===== config.mk =====
export PLATFORM = sky130hd
export DESIGN_NAME = srst_ctrl
export DESIGN_NICKNAME = d
export VERILOG_FILES = /design/src/rtl/srst_pkg.sv /design/src/rtl/srst_decode.sv /design/src/rtl/srst_bank.sv /design/src/rtl/srst_rdmux.sv /design/src/rtl/srst_ctrl.sv
export SDC_FILE = /design/constraint.sdc
export NUM_CORES = 1
export LEC_CHECK = 0
export BUFFER_PORTS_ARGS = -buffer_cell sky130_fd_sc_hd__buf_2
export CAP_MARGIN = 30
export CORE_ASPECT_RATIO = 0.6
export CORE_UTILIZATION = 32
export DETAILED_ROUTE_END_ITERATION = 8
export PLACE_DENSITY = 0.74
export SETUP_SLACK_MARGIN = 0.2
export SYNTH_ARGS = -nofsm -noshare
export SYNTH_HDL_FRONTEND = slang
export SYNTH_HIERARCHICAL = 1
export SYNTH_SLANG_ARGS = --single-unit

===== constraint.sdc =====
create_clock -name clk -period 1.41 [get_ports clk]
set_input_delay 0.141 -clock clk [delete_from_list [all_inputs] [get_ports clk]]
set_output_delay 0.141 -clock clk [all_outputs]
set_load 0.01 [all_outputs]

===== src/rtl/srst_pkg.sv =====
package srst_pkg;

    localparam int unsigned WORD_W  = 32;
    localparam int unsigned KEY_LSB = 24;
    localparam int unsigned KEY_W   = WORD_W - KEY_LSB;

    typedef logic [WORD_W-1:0] word_t;
    typedef logic [KEY_W-1:0]  key_t;

endpackage


===== src/rtl/srst_decode.sv =====
module srst_decode #(
    parameter int unsigned      ADDR_W     = 8,
    parameter logic [ADDR_W-1:0] BANK_ADDR = 8'h18,
    parameter srst_pkg::key_t   UNLOCK_KEY = 8'h88
) (
    input  logic              wr,
    input  logic              rd,
    input  logic [ADDR_W-1:0] addr,
    input  srst_pkg::key_t    key,
    output logic              wr_accept,
    output logic              rd_hit
);

    logic addr_match;

    always_comb begin
        addr_match = (addr == BANK_ADDR);
        wr_accept  = wr && addr_match && (key == UNLOCK_KEY);
        rd_hit     = rd && addr_match;
    end

endmodule


===== src/rtl/srst_bank.sv =====
module srst_bank #(
    parameter int unsigned NUM_LINES = 16
) (
    input  logic                 clk,
    input  logic                 rst_n,
    input  logic                 load,
    input  logic [NUM_LINES-1:0] load_val,
    output logic [NUM_LINES-1:0] lines
);

    typedef struct packed {
        logic [NUM_LINES-1:0] lines;
    } bank_state_t;

    bank_state_t state_d, state_q;

    always_comb begin
        state_d = state_q;
        if (load) begin
            state_d.lines = load_val;
        end
    end

    always_ff @(posedge clk) begin
        if (!rst_n) begin
            state_q <= '0;
        end else begin
            state_q <= state_d;
        end
    end

    assign lines = state_q.lines;

endmodule


===== src/rtl/srst_rdmux.sv =====
module srst_rdmux #(
    parameter int unsigned NUM_LINES = 16
) (
    input  logic                 hit,
    input  logic [NUM_LINES-1:0] lines,
    output srst_pkg::word_t      rdata
);

    localparam int unsigned PAD_W = srst_pkg::WORD_W - NUM_LINES;

    always_comb begin
        rdata = '0;
        if (hit) begin
            rdata = {{PAD_W{1'b0}}, lines};
        end
    end

endmodule


===== src/rtl/srst_ctrl.sv =====
module srst_ctrl #(
    parameter int unsigned       NUM_LINES  = 16,
    parameter int unsigned       ADDR_W     = 8,
    parameter logic [ADDR_W-1:0] BANK_ADDR  = 8'h18,
    parameter logic [7:0]        UNLOCK_KEY = 8'h88
) (
    input  logic                 clk,
    input  logic                 rst_n,
    input  logic                 bus_wr,
    input  logic                 bus_rd,
    input  logic [ADDR_W-1:0]    bus_addr,
    input  logic [31:0]          bus_wdata,
    output logic [31:0]          bus_rdata,
    output logic [NUM_LINES-1:0] rst_lines
);

    localparam int unsigned KEY_LSB = srst_pkg::KEY_LSB;

    logic wr_accept;
    logic rd_hit;
    logic unused_wdata_bits;

    // data bits between the lines and the key byte never reach the bank
    assign unused_wdata_bits = ^{1'b0, bus_wdata[KEY_LSB-1:NUM_LINES]};

    srst_decode #(
        .ADDR_W    (ADDR_W),
        .BANK_ADDR (BANK_ADDR),
        .UNLOCK_KEY(UNLOCK_KEY)
    ) u_decode (
        .wr       (bus_wr),
        .rd       (bus_rd),
        .addr     (bus_addr),
        .key      (bus_wdata[31:KEY_LSB]),
        .wr_accept(wr_accept),
        .rd_hit   (rd_hit)
    );

    srst_bank #(
        .NUM_LINES(NUM_LINES)
    ) u_bank (
        .clk     (clk),
        .rst_n   (rst_n),
        .load    (wr_accept),
        .load_val(bus_wdata[NUM_LINES-1:0]),
        .lines   (rst_lines)
    );

    srst_rdmux #(
        .NUM_LINES(NUM_LINES)
    ) u_rdmux (
        .hit  (rd_hit),
        .lines(rst_lines),
        .rdata(bus_rdata)
    );

endmodule


==> run_results.csv <==
group,metric,value,unit
grt,met3_usage,4.33,%
cells_and_area,nets,204,
pwr,ir_worst_vdd,0.384,mV
floorplanning,io_pins,92,
yosys,synth_area_leader_cell,"dfxtp_1",
grt,grt_antenna_before_repair,0,
route,num_vias,819,
yosys,yosysUniqueCellTypes,17,
floorplanning,die_x,72.2,µm
sta,final.min_clock_period,1.34,ns
yosys,avgSynthCellArea,10.3,µm²
floorplanning,chipHeight,44.1,µm
pwr,power,945,µW
grt,grt_pass1_wl,3.19,mm
yosys,syn_inst,92,
route,remaining_drc_errors,0,
sta,fmax,747,MHz
route,viasPerCell,4.12,
yosys,seq_area_frac_synth,33.9,%
grt,track_usage,13.3,%
critical_path,cp.required,1.54,ns
cells_and_area,fin_area,1470,µm²
flow_run,maxCapViolations,0,
yosys,synth_flop_cell,"dfxtp_1",
critical_path,cp_num_buf_inv,2,
cts,cts_buffers,3,
yosys,netlist_area,946,µm²
floorplanning,die_area,3180,µm²
sta,rsz0062_at_grt,"true",
cts,cts_setup_buffers,0,
critical_path,cpPeakStageDelay,0.29,ns
sta,post-route-period-util,94.9,%
critical_path,critPathTopFamily,"simple AND/OR/NAND/NOR gates",
critical_path,cp_cell_sequence,"buf_6 -> nor4b_4 -> nand4_1 -> nor4_4 -> buf_12 -> mux2i_2 -> nor2b_1",
route,wire_per_inst,11.3,µm
critical_path,crit_arrival,1.47,ns
cells_and_area,area_delta_synth_final,55.3,%
yosys,netlist_top_cells_area,"dfxtp_1 (34%), mux2i_1 (17%), buf_4 (13%)",
sta,maxSlewViolCount,0,
cells_and_area,fillerInstances,237,
route,ant_nets,0,
cts,clock_sinks,16,
yosys,synth_seq_cells,16,
place,gp_congestion,0.690,
cells_and_area,final_core_util,55.5,%
yosys,yosysWarnings,6,
place,dp_hpwl,1.69,mm
floorplanning,rows,14,
sta,fin_skew,0,ns
pwr,powerDensity,643,nW/µm²
critical_path,setup.worst_path.class,"input pin to register",
grt,top_usage_layer,"met2",
grt,grt_pass1_vias,694,
sta,setup_viol_count_final,0,
pwr,p_leak,0.000680,µW
cts,clockBufferDepth,2,
critical_path,critPathLaunchType,"input pin",
grt,grt_overflow_total,0,
cts,htreeDepth,1,
cts,cts.clk_slew.worst_paths,0.06,ns
grt,grtUsageMet1,15.9,%
critical_path,end_kind,"register",
cts,clock-root-buffer,"clkbuf_8",
grt,met2_usage,23.7,%
place,portBuffers,67,
cts,insertion_delay,0.24,ns
sta,hold_viol_final,0,
cells_and_area,antenna_cells,0,
status,status,"finished clean",
critical_path,crit_slowest_cell,"nor4b_4",
route,routed_wl,2.25,mm
grt,grt_max_degree,17,
place,place_area,1260,µm²
critical_path,cp_max_fo,16,
floorplanning,core-area,2650,µm²
yosys,synthArstFlopShare,0,%
yosys,yosys.area.top_type_share,33.9,%
yosys,synth_edf_count,0,
floorplanning,start_util,35.8,%
min_path,hold_class,"input pin to register",
cells_and_area,largest_reg_flops,16,
cts,hold_buffers,0,
route,first_pass_iters,3,
cts,cts_tree,"built",
cells_and_area,drive_gt1_share,58.5,%
route,drt_iter0_drc,28,
==> cell usage after synthesis (2+ instances only) <==
library cell  count
nor2b_1          16
and2_1            4
buf_6             2
buf_4            16
mux2i_1          16
and2_2           12
dfxtp_1          16
==> per-stage QoR <==
step	cells	TNS [ns]	hold slack [ns]	setup slack, ns
after floorplan	107	0	0.269	0.0729
after global placement	195	-1.39	0.397	-0.0959
after detailed placement	195	-1.96	0.407	-0.197
after CTS	199	0	0.148	0.0601
after global routing	199	0	0.167	0.0361
final	199	0	0.161	0.0712
==> placed cells by master, fill, tap and decap left out <==
| master | n |
|---|---|
| nor4b_2 | 1 |
| and2_1 | 1 |
| and2_4 | 15 |
| conb_1 | 16 |
| clkbuf_8 | 4 |
| and2_0 | 1 |
| buf_6 | 19 |
| nor4_4 | 1 |
| nor2b_1 | 16 |
| buf_12 | 1 |
| buf_2 | 48 |
| mux2i_2 | 1 |
| and3_4 | 1 |
| dfxtp_1 | 16 |
| mux2i_1 | 15 |
| nand4_1 | 1 |
| nor4b_4 | 2 |
==> where the power goes <==
group	leakage, µW	internal [µW]	switching, µW	total (µW)
Clock	0.0000288	247	143	391
Combinational	0.000522	54.5	47.4	102
Sequential	0.000129	452	0.00268	452
==> layer usage <==
metal / vias up / share of wire (%)
met5: - / 0
met4: 0 / 0.67
met3: 2 / 5.4
met2: 35 / 54
met1: 382 / 40
li1: 400 / -
==> repair_timing <==
item,in CTS,in global routing
endpoints found under the setup margin,32,32
pin swaps,0,1
gates resized for setup,1,36
cloned,0,0
==> final timing paths <==
path | to | depth (start not counted) | slack [ns] | from
min reg2reg | u_bank/lines[11] | 2 | 0.54 | u_bank/lines[11]
min | u_bank/lines[12] | 3 | 0.16 | bus_wdata[12]
max reg2reg | u_bank/lines[4] | 2 | 0.72 | u_bank/lines[4]
max | u_bank/lines[4] | 7 | 0.07 | bus_addr[1]
==> worst register-to-register path: cells and delay by family (launching register included) <==
family | cells | cell delay [ns]
muxes | 1 | 0.17
DFF | 1 | 0.32
and+or+nand+nor | 1 | 0.08
==> layout make-up <==
type	count	area, µm²	area share, %
clock buffer	4	55.1	3.75
multi-input combinational	71	569	38.8
sequential	16	320	21.8
tap	40	50.0	3.41
timing repair buffer	68	474	32.3
==> cell families after synthesis <==
| logic type | share of synthesized area, % |
|---|---|
| simple gates | 31.2 |
| flops | 33.9 |
| mux | 16.9 |
| other cells | 0.396 |
| buf+inv | 17.6 |
No activity file was read; power rests on OpenSTA's default activity.
